<file path="src/rtl/irq_prio_pkg.sv">
package irq_prio_pkg;
  localparam int NSRC  = 5;
  localparam int NSLOT = 6;
  localparam int NPIN  = 3;
  localparam int IDXW  = $clog2(NSLOT);

  typedef enum logic [1:0] {GRP_A = 2'd0, GRP_B = 2'd1, GRP_C = 2'd2} grp_e;

  typedef struct packed {
    logic ok;
    grp_e first;
    grp_e second;
    grp_e third;
  } grp_order_t;

  typedef logic [NSLOT-1:0][IDXW-1:0] slot_list_t;

  function automatic grp_order_t decode_order(input logic [2:0] code);
    grp_order_t o;
    o = '{ok: 1'b1, first: GRP_A, second: GRP_B, third: GRP_C};
    case (code)
      3'b001: begin o.first = GRP_C; o.second = GRP_A; o.third = GRP_B; end
      3'b010: begin o.first = GRP_A; o.second = GRP_B; o.third = GRP_C; end
      3'b011: begin o.first = GRP_A; o.second = GRP_C; o.third = GRP_B; end
      3'b100: begin o.first = GRP_B; o.second = GRP_C; o.third = GRP_A; end
      3'b101: begin o.first = GRP_C; o.second = GRP_B; o.third = GRP_A; end
      3'b110: begin o.first = GRP_B; o.second = GRP_A; o.third = GRP_C; end
      default: o.ok = 1'b0;
    endcase
    return o;
  endfunction

  function automatic logic [IDXW-1:0] pair_lead(input grp_e g, input logic flip);
    case (g)
      GRP_A:   return flip ? IDXW'(3) : IDXW'(5);
      GRP_B:   return flip ? IDXW'(0) : IDXW'(2);
      default: return flip ? IDXW'(4) : IDXW'(1);
    endcase
  endfunction

  function automatic logic [IDXW-1:0] pair_trail(input grp_e g, input logic flip);
    return pair_lead(g, ~flip);
  endfunction

  function automatic slot_list_t slot_list(input grp_order_t o, input logic [2:0] flips);
    slot_list_t l;
    l[0] = pair_lead (o.first,  flips[o.first]);
    l[1] = pair_trail(o.first,  flips[o.first]);
    l[2] = pair_lead (o.second, flips[o.second]);
    l[3] = pair_trail(o.second, flips[o.second]);
    l[4] = pair_lead (o.third,  flips[o.third]);
    l[5] = pair_trail(o.third,  flips[o.third]);
    return l;
  endfunction

  function automatic logic [2*NPIN-1:0] edge_enables(input logic [1:0] mode);
    logic [2*NPIN-1:0] e;
    e = '0;
    e[2*0+0] = (mode != 2'b01);
    e[2*0+1] = mode[0];
    e[2*1+0] = 1'b1;
    e[2*1+1] = 1'b0;
    e[2*2+0] = (mode != 2'b10);
    e[2*2+1] = mode[1];
    return e;
  endfunction
endpackage

</file>
<file path="src/rtl/irq_pin_sync.sv">
module irq_pin_sync #(
  parameter int STAGES = 2
) (
  input  logic clk,
  input  logic rst_n,
  input  logic pin,
  output logic rise,
  output logic fall
);
  logic [STAGES-1:0] chain;
  logic              prev;

  always_ff @(posedge clk or negedge rst_n) begin
    if (!rst_n) chain[0] <= 1'b1;
    else        chain[0] <= pin;
  end

  for (genvar s = 1; s < STAGES; s++) begin : g_stage
    always_ff @(posedge clk or negedge rst_n) begin
      if (!rst_n) chain[s] <= 1'b1;
      else        chain[s] <= chain[s-1];
    end
  end

  always_ff @(posedge clk or negedge rst_n) begin
    if (!rst_n) prev <= 1'b1;
    else        prev <= chain[STAGES-1];
  end

  assign rise = chain[STAGES-1] & ~prev;
  assign fall = ~chain[STAGES-1] & prev;
endmodule

</file>
<file path="src/rtl/irq_reg_bank.sv">
module irq_reg_bank
  import irq_prio_pkg::*;
(
  input  logic            clk,
  input  logic            rst_n,
  input  logic            bus_wr,
  input  logic [1:0]      bus_addr,
  input  logic [7:0]      bus_wdata,
  output logic [7:0]      bus_rdata,
  input  logic [NSRC-1:0] hw_set,
  input  logic [NSRC-1:0] ack_clr,
  output logic [5:0]      prio_q,
  output logic [NSRC-1:0] req_q,
  output logic [1:0]      edge_q,
  output logic [NSRC-1:0] en_q,
  output logic            master_q,
  output logic            req_wr
);
  localparam logic [1:0] A_PRIO = 2'd0;
  localparam logic [1:0] A_REQ  = 2'd1;
  localparam logic [1:0] A_MASK = 2'd2;

  logic [NSRC-1:0] req_nx;

  assign req_wr = bus_wr && (bus_addr == A_REQ);

  always_comb begin
    req_nx = req_wr ? bus_wdata[NSRC-1:0] : req_q;
    req_nx = (req_nx & ~ack_clr) | hw_set;
  end

  always_ff @(posedge clk or negedge rst_n) begin
    if (!rst_n) begin
      prio_q   <= '0;
      req_q    <= '0;
      edge_q   <= '0;
      en_q     <= '0;
      master_q <= 1'b0;
    end else begin
      req_q <= req_nx;
      if (req_wr) edge_q <= bus_wdata[7:6];
      if (bus_wr && bus_addr == A_PRIO) prio_q <= bus_wdata[5:0];
      if (bus_wr && bus_addr == A_MASK) begin
        en_q     <= bus_wdata[NSRC-1:0];
        master_q <= bus_wdata[7];
      end
    end
  end

  always_comb begin
    case (bus_addr)
      A_REQ:   bus_rdata = {edge_q, 1'b0, req_q};
      A_MASK:  bus_rdata = {master_q, 2'b00, en_q};
      default: bus_rdata = 8'h00;
    endcase
  end
endmodule

</file>
<file path="src/rtl/irq_prio_sel.sv">
module irq_prio_sel
  import irq_prio_pkg::*;
(
  input  logic [NSLOT-1:0] act,
  input  logic [2:0]       code,
  input  logic [2:0]       flips,
  output logic             pend,
  output logic [IDXW-1:0]  idx
);
  grp_order_t ord;
  slot_list_t lst;

  always_comb begin
    ord  = decode_order(code);
    lst  = slot_list(ord, flips);
    pend = 1'b0;
    idx  = '0;
    if (ord.ok) begin
      for (int i = 0; i < NSLOT; i++) begin
        if (!pend && act[lst[i]]) begin
          pend = 1'b1;
          idx  = lst[i];
        end
      end
    end
  end
endmodule

</file>
<file path="src/rtl/irq_prio_ctl.sv">
module irq_prio_ctl
  import irq_prio_pkg::*;
#(
  parameter int SYNC_STAGES = 2
) (
  input  logic        clk,
  input  logic        rst_n,
  input  logic        bus_wr,
  input  logic [1:0]  bus_addr,
  input  logic [7:0]  bus_wdata,
  output logic [7:0]  bus_rdata,
  input  logic [2:0]  ext_pin,
  input  logic        tmr16_evt,
  input  logic        tmr8_evt,
  input  logic        irq_ack,
  output logic        irq_pend,
  output logic [2:0]  irq_idx
);
  logic [NPIN-1:0]   pin_rise, pin_fall, pin_evt;
  logic [2*NPIN-1:0] edge_en;
  logic [NSRC-1:0]   hw_set, ack_clr, req_q, en_q;
  logic [5:0]        prio_q;
  logic [1:0]        edge_q;
  logic              master_q, req_wr;
  logic [NSLOT-1:0]  act;
  logic [2:0]        flips;
  logic [NSLOT-1:0]  grant_oh;

  for (genvar p = 0; p < NPIN; p++) begin : g_pin
    irq_pin_sync #(.STAGES(SYNC_STAGES)) u_sync (
      .clk (clk),
      .rst_n (rst_n),
      .pin (ext_pin[p]),
      .rise (pin_rise[p]),
      .fall (pin_fall[p])
    );
    assign pin_evt[p] = (pin_rise[p] & edge_en[2*p+1]) | (pin_fall[p] & edge_en[2*p]);
  end

  assign edge_en = edge_enables(edge_q);
  assign hw_set  = {tmr8_evt, tmr16_evt, pin_evt};

  irq_reg_bank u_regs (
    .clk (clk),
    .rst_n (rst_n),
    .bus_wr (bus_wr),
    .bus_addr (bus_addr),
    .bus_wdata (bus_wdata),
    .bus_rdata (bus_rdata),
    .hw_set (hw_set),
    .ack_clr (ack_clr),
    .prio_q (prio_q),
    .req_q (req_q),
    .edge_q (edge_q),
    .en_q (en_q),
    .master_q (master_q),
    .req_wr (req_wr)
  );

  assign act   = {1'b0, req_q & en_q & {NSRC{master_q}}};
  assign flips = {prio_q[3], prio_q[4], prio_q[5]};

  irq_prio_sel u_sel (
    .act (act),
    .code (prio_q[2:0]),
    .flips (flips),
    .pend (irq_pend),
    .idx (irq_idx)
  );

  assign grant_oh = NSLOT'(1) << irq_idx;
  assign ack_clr  = (irq_ack && irq_pend) ? grant_oh[NSRC-1:0] : '0;
endmodule

</file>
<file path="config.mk">
export PLATFORM = sky130hd
export DESIGN_NAME = irq_prio_ctl
export DESIGN_NICKNAME = d
export VERILOG_FILES = /design/src/rtl/irq_prio_pkg.sv /design/src/rtl/irq_pin_sync.sv /design/src/rtl/irq_reg_bank.sv /design/src/rtl/irq_prio_sel.sv /design/src/rtl/irq_prio_ctl.sv
export SDC_FILE = /design/constraint.sdc
export NUM_CORES = 1
export LEC_CHECK = 0
export CORE_UTILIZATION = 45
export CTS_BUF_LIST = sky130_fd_sc_hd__clkbuf_8
export DETAILED_ROUTE_END_ITERATION = 7
export GPL_ROUTABILITY_DRIVEN = 0
export PLACE_DENSITY = 0.7
export SLEW_MARGIN = 20
export SYNTH_ARGS = -nofsm -noshare
export SYNTH_HDL_FRONTEND = slang
export SYNTH_SLANG_ARGS = --single-unit
</file>
<file path="constraint.sdc">
create_clock -name clk -period 3 [get_ports clk]
set_input_delay 0.9 -clock clk [delete_from_list [all_inputs] [get_ports clk]]
set_output_delay 0.9 -clock clk [all_outputs]
set_load 0.02 [all_outputs]
</file>
### Word level (Yosys, flattened, before mapping)

Index checks and enable logic that the tools add are counted.

| operators by class | value |
|---|---|
| shift operators | 1 |
| reduce and logical (&&, ||, !) cells | 19 |
| bitwise gates (word level) | 21 |
| equality and inequality tests | 13 |
| muxes and demuxes | 66 |
| magnitude comparators | 9 |

Operators with widths:

| kind | number |
|---|---|
| 3-bit 2-to-1 mux | 19 |
| 3-bit one-hot mux with 2 select lines | 6 |
| 6-bit one-hot mux with 5 select lines | 1 |
| 3-bit by 4-bit < comparator with 1-bit output (second input constant) | 6 |
| 1-bit 2-to-1 mux | 22 |
| 1-bit binary-select mux with 3-bit select | 6 |
| 8-bit one-hot mux with 2 select lines | 1 |
| 5-bit AND | 3 |
| 2-bit 2-to-1 mux | 6 |
| 5-bit 2-to-1 mux | 2 |
| 1-bit AND | 9 |
| 3-bit equality test (second input constant) | 3 |
| 1-bit logical AND | 9 |
| 2-bit by 3-bit < comparator with 1-bit output (second input constant) | 3 |
| 2-bit by 1-bit equality test with 1-bit output (second input constant) | 4 |
| 2-bit logical NOT | 4 |
| 1-bit binary-select mux with 2-bit select | 3 |
| 3-bit by 2-bit equality test with 1-bit output (second input constant) | 2 |
| 6-bit OR reduction | 1 |
| 1-bit logical NOT | 5 |
| 1-bit NOT | 5 |
| 5-bit NOT | 1 |
| 5-bit OR | 1 |
| 1-bit by 3-bit left shift with 5-bit output (first input constant) | 1 |
| other kinds (5) | 6 |

| word-level totals | value |
|---|---|
| output and inout bits | 12 |
| register bits after elaboration | 28 |
| word-level logic and storage cells | 143 |
| bits of input ports | 19 |

### Depth between registers and ports, before layout

| logic depth | value |
|---|---|
| depth after elaboration | 35 |
| depth in mapped cells | 12 |
| depth with buffers taken out | 9 |

### Hierarchy

From an unflattened synthesis, not the netlist that was laid out.

| unflattened totals | value |
|---|---|
| cell total of the unflattened synthesis | 294 |
| area, all modules | 2681.3 µm² |

By module, submodules not included:

| module | times used | sequential area each (µm²) | cells each | area an instance (µm²) |
|---|---|---|---|---|
| irq_prio_sel | 1 | 0.0 | 190 | 1346.3 |
| irq_reg_bank | 1 | 475.5 | 73 | 930.9 |
| irq_pin_sync | 3 | 78.8 | 5 | 93.8 |
| irq_prio_ctl | 1 | 0.0 | 16 | 122.6 |

### Worst setup path after synthesis

No wires, ideal clock.

| timing | value |
|---|---|
| kind | flip-flop to output port |
| from | register u_regs.prio_q[3] |
| to | output irq_idx[2] |
| path buffers | 1 |
| path slack | -0.292 ns |
| data required time | 2.100 ns |
| stages on the path, launching flop included | 10 |
| arrival | 2.392 ns |
| cells stage by stage | dfrtp_1 buf_2 or3b_4 a21oi_2 o21ai_2 or4b_4 nor3_4 and3_1 a21oi_1 and2_1 |

| between the ends | value |
|---|---|
| word-level cells in the longest chain between the ends | 28 |
| elaborated cells between the ends (all ways) | 69 |
| classes of those cells | mux: 59; reduce/logical: 10 |

Ends and longest elaborated chain:

| item | line | RTL |
|---|---|---|
| start: declaration | irq_reg_bank.sv:12 | `output logic [5:0] prio_q,` |
| start signal: assignment | irq_reg_bank.sv:42 | `if (bus_wr && bus_addr == A_PRIO) prio_q <= bus_wdata[5:0];` |
| 1-bit binary-select mux with 2-bit select | irq_prio_pkg.sv:47, irq_prio_pkg.sv:48 |  |
| 1-bit 2-to-1 mux (not written as such) | irq_prio_pkg.sv:47, irq_prio_pkg.sv:48 |  |
| 3-bit 2-to-1 mux (tied with other cells) | irq_prio_pkg.sv:37 | `default: return flip ? IDXW'(4) : IDXW'(1);` |
| 3-bit one-hot mux with 2 select lines | irq_prio_pkg.sv:34 | `case (g)` |
| 1-bit binary-select mux with 3-bit select | irq_prio_sel.sv:20 | `if (!pend && act[lst[i]]) begin` |
| 1-bit 2-to-1 mux (not written as such) | irq_prio_sel.sv:20 |  |
| 1-bit 2-to-1 mux | irq_prio_sel.sv:20 |  |
| 1-bit 2-to-1 mux | irq_prio_sel.sv:18 | `if (ord.ok) begin` |
| [... 12 more ...] | - |  |
| 1-bit logical NOT | irq_prio_sel.sv:20 |  |
| 1-bit logical AND | irq_prio_sel.sv:20 |  |
| 1-bit 2-to-1 mux | irq_prio_sel.sv:20 |  |
| 1-bit 2-to-1 mux | irq_prio_sel.sv:18 |  |
| 1-bit logical NOT | irq_prio_sel.sv:20 |  |
| 1-bit logical AND | irq_prio_sel.sv:20 |  |
| 3-bit 2-to-1 mux * | irq_prio_sel.sv:20 |  |
| 3-bit 2-to-1 mux * | irq_prio_sel.sv:18 |  |
| end: declaration | irq_prio_ctl.sv:17 | `output logic [2:0] irq_idx` |

Every way passes the cells marked *; elsewhere a longest branch is shown, timed or not. The select of a mux whose other input is x is not followed.

### Worst setup path after layout

| timing | value |
|---|---|
| from | register u_regs.prio_q[1] |
| to | output irq_idx[2] |

| between the ends | value |
|---|---|
| word-level cells in the longest chain between the ends | 30 |
| elaborated cells between the ends (all ways) | 84 |
| classes of those cells | eq/ne: 9; mux: 61; reduce/logical: 14 |

Ends and longest elaborated chain:

| item | line | RTL |
|---|---|---|
| 3-bit equality test (tied with other cells) | irq_prio_pkg.sv:21 | `case (code)` |
| 6-bit one-hot mux with 5 select lines | irq_prio_pkg.sv:21 |  |
| 1-bit binary-select mux with 2-bit select | irq_prio_pkg.sv:47, irq_prio_pkg.sv:48 |  |
| 1-bit 2-to-1 mux (not written as such) | irq_prio_pkg.sv:47, irq_prio_pkg.sv:48 |  |
| 3-bit 2-to-1 mux (tied with other cells) | irq_prio_pkg.sv:37 |  |
| 3-bit one-hot mux with 2 select lines | irq_prio_pkg.sv:34 |  |
| 1-bit binary-select mux with 3-bit select | irq_prio_sel.sv:20 |  |
| 1-bit 2-to-1 mux (not written as such) | irq_prio_sel.sv:20 |  |
| [... 14 more ...] | - |  |
| 1-bit logical NOT | irq_prio_sel.sv:20 |  |
| 1-bit logical AND | irq_prio_sel.sv:20 |  |
| 1-bit 2-to-1 mux | irq_prio_sel.sv:20 |  |
| 1-bit 2-to-1 mux | irq_prio_sel.sv:18 |  |
| 1-bit logical NOT | irq_prio_sel.sv:20 |  |
| 1-bit logical AND | irq_prio_sel.sv:20 |  |
| 3-bit 2-to-1 mux | irq_prio_sel.sv:20 |  |
| 3-bit 2-to-1 mux * | irq_prio_sel.sv:18 |  |

Marked as above.

==> impl_metrics.toml <==
[worst_setup_path]
worstPathCellList = "or3b_4 > a21oi_2 > o21ai_2 > or4b_4 > nor3_4 > buf_6 > and3_4 > a21oi_4 > and2_4 > buf_6"
cp-start-kind = "flop"
crit_type = "flop to output port"
max_stage_delay_ns = 0.57
crit_family = "simple AND/OR/NAND/NOR gates"
path_depth = 10
most_numerous_cell_on_the_critical_path = "buf_6"
worst-r2r-cell-count = 11
timing.critical_path.buf_inv = 2
capture_instance_of_the_worst_register_to_register_path = "u_regs.req_q[2]"
register_to_register_setup_slack_ns = 0.07
critPathArrivalTime_ns = 2.82
crit_path_max_fanout = 6
endpoint_kind = "output port"
worstReg2RegStart = "u_regs.prio_q[1]"
critical_path_required_ns = 2.10
cpMaxStageDelayCell = "or4b_4"

[clocking]
clk_latency_ns = 0.27
clk_root_buffer_cell = "clkbuf_8"
clock_tree_from_tritoncts = "yes"
cts.path.max_buffers = 2
clkSinkCount = 28
number_of_buffers_created_by_cts = 3
cts.htree.levels = 1
postCtsHoldBufs = 0
clkSlewWorstSetupHoldPaths_ns = 0.09

[synth]
synth_top_area_frac = 0.204
average_size_of_a_mapped_cell_um2 = 9.00
yosys.cell_types.count = 68
post_synth_instance_area_um2 = 2330
async_flop_share = 1.00
synth.largest_area_cell = "dfrtp_1"
yosys_register_bits = 28
synth_ff_type = "dfrtp_1"
number_of_enable_flip_flop_cells_after_synthesis = 0
count_of_mapped_cells_out_of_synthesis = 259
synth_fp_nets = 281
ys_seq_area_frac = 0.305
synthTopCellsByArea = "dfrtp_1, dfstp_2, mux2_2, nor2b_1, mux2i_1"
count_of_synthesis_stage_warnings_from_yosys = 0

[global_routing]
maximum_number_of_pins_on_one_net_before_global_route_repair = 29
via_count_of_the_first_global_routing_pass = 2414
grt_overall_usage = 0.268
grt_antenna_before_repair = 0
grt_overflow_total = 0
first_pass_grt_wire_length_um = 11100

[sta]
maxSlewViolCount = 0
worst_slew_slack_as_a_fraction_of_its_limit = 0.659
finalHoldViolations = 0
min_period_over_period = 1.24
final.min_clock_period_ns = 3.72
whs_ns = 0.360
achievable-frequency_mhz = 268
totalNegativeSetupSlack_ns = -2.66
post_layout_worst_setup_margin_ns = -0.725
fin_skew_ns = 0.00202
rsz_0062_raised_after_global_routing = "yes"
tightestPinTransition_ns = 0.507
setup_viol = 4

[route]
detail_route.vias_per_cell = 5.83
final_antenna_net_count = 0
route.detailed.wl_per_inst_um = 16.7
drt_iter0_markers = 190
drt-pass1-iter-count = 4
detailroute.via_count = 2478
routed_wirelength_um = 7100
post-route-drc-count = 0

[hold_path]
worstHoldEndpoint = "g_pin[0].u_sync.chain[1]"
worstHoldPathCells = 0
hold_path_class = "flop to flop"
hp-start = "g_pin[0].u_sync.chain[0]"

[floorplanning]
design.die.area_um2 = 5470
initial_utilization = 0.481
coreArea_um2 = 4850
height_of_the_die_um = 74.0
die_width_um = 74.0
core_rows = 25
num_io_pins = 31

[placed_design]
portBuffers = 29
dp.final_hpwl_um = 5280
placedInstanceArea_um2 = 3200

[layout]
final_util = 0.724
finalInstanceArea_um2 = 3510
num_antenna_cells = 0
nets = 381
final_layout_size_suffix_gt1_frac = 0.466
layout-area-overhead-vs-synth_pct = 50.5

[power]
p_leak_nw = 1.54
peakVddDrop_uv = 436
power_density_nw_per_um2 = 734

[status]
failed_checks = "negative setup slack"
run_status = "finished, violations left"

[job]
max_cap_viols = 0
[layer usage]
layer | vias up | routed length [um] | track usage
met5 | - | 0 | 0
met2 | 69 | 3640 | 0.492
li1 | 1168 | - | -
met4 | 0 | 208 | 0.122
met3 | 17 | 257 | 0.0203
met1 | 1224 | 2990 | 0.319
[cells by family after synthesis]
family                   Yosys count  share of synthesized area
AO/OA/AOI/OAI                     75                      0.255
other                              1                    0.00161
adder cells (fa/ha/maj)            3                     0.0161
flip-flops                        28                      0.305
buffers and inverters             24                     0.0531
multiplexers                      21                     0.0976
AND/OR/NAND/NOR                  107                      0.271
[worst max path at each step]
stage	startpoint	to
after floorplan	u_regs.prio_q[3]	irq_idx[2]
after global placement	u_regs.prio_q[0]	irq_idx[2]
after detailed placement	u_regs.prio_q[2]	irq_idx[2]
after CTS	u_regs.prio_q[3]	irq_idx[2]
after global routing	u_regs.prio_q[2]	irq_idx[2]
final	u_regs.prio_q[1]	irq_idx[2]
[through the flow]
stage	worst slack [ns]	instances	power, mW
floorplan	-0.271	259	1.36
global placement	-0.844	412	2.00
detailed placement	-0.889	412	2.02
CTS	-0.714	423	2.45
global route	-0.815	425	2.72
finish	-0.725	425	2.58
[timing repair]
action	in CTS	in global routing
gates resized for setup	57	25
pin swaps	7	10
endpoints found under the setup margin	11	12
endpoints found under the hold margin	0	0
buffers inserted	7	3
[Yosys cell counts (all sizes together) (3+ instances only)]
| cell type | count |
|---|---|
| and3b | 5 |
| o32a | 3 |
| o22ai | 5 |
| and2 | 5 |
| a41oi | 4 |
| a21oi | 11 |
| nor3 | 7 |
| nand2 | 14 |
| clkbuf | 5 |
| mux2 | 14 |
| a31oi | 4 |
| nand3 | 8 |
| dfstp | 9 |
| o21ai | 8 |
| buf | 11 |
| a211oi | 7 |
| nor2 | 17 |
| a22oi | 7 |
| inv | 8 |
| ha | 3 |
| dfrtp | 19 |
| or3 | 4 |
| and3 | 10 |
| mux2i | 7 |
| a21o | 3 |
| nor3b | 5 |
| nor2b | 14 |
| nand2b | 5 |
[report_power, final]
group	total, mW	internal (mW)	switching [mW]	leakage (nW)
Sequential	0.512	0.449	0.0625	0.306
Combinational	1.77	0.933	0.840	1.20
Clock	0.293	0.179	0.115	0.0357
[state kept, by name, summed over array words and instances, names as in the netlist]
name / cells
g_pin.u_sync.prev: 3
u_regs.en_q: 5
u_regs.req_q: 5
u_regs.master_q: 1
g_pin.u_sync.chain: 6
u_regs.edge_q: 2
u_regs.prio_q: 6
[layout make-up]
cell class / instances / area, um2
timing repair buffer: 111 / 910
fill: 363 / 1340
clock buffer: 3 / 41.3
inverter: 8 / 30.0
tap: 67 / 83.8
clock inverter: 1 / 30.0
multi-input combinational: 207 / 1700
sequential: 28 / 717
[cells in the final DEF (no fill, tap or decap), drive strengths merged, types with 6 or more instances in the layout]
master,synthesis,layout
buf,11,87
o21ai,8,8
nor2b,14,14
nand2,14,14
a22oi,7,7
clkdlybuf4s50,0,16
mux2,14,14
nor2,17,17
nor3,7,7
inv,8,8
nand3,8,8
dlygate4sd2,0,6
dfrtp,19,19
and3,10,10
a211oi,7,7
dfstp,9,9
a21oi,11,11
mux2i,7,7
No activity file was read; power rests on OpenSTA's default activity.
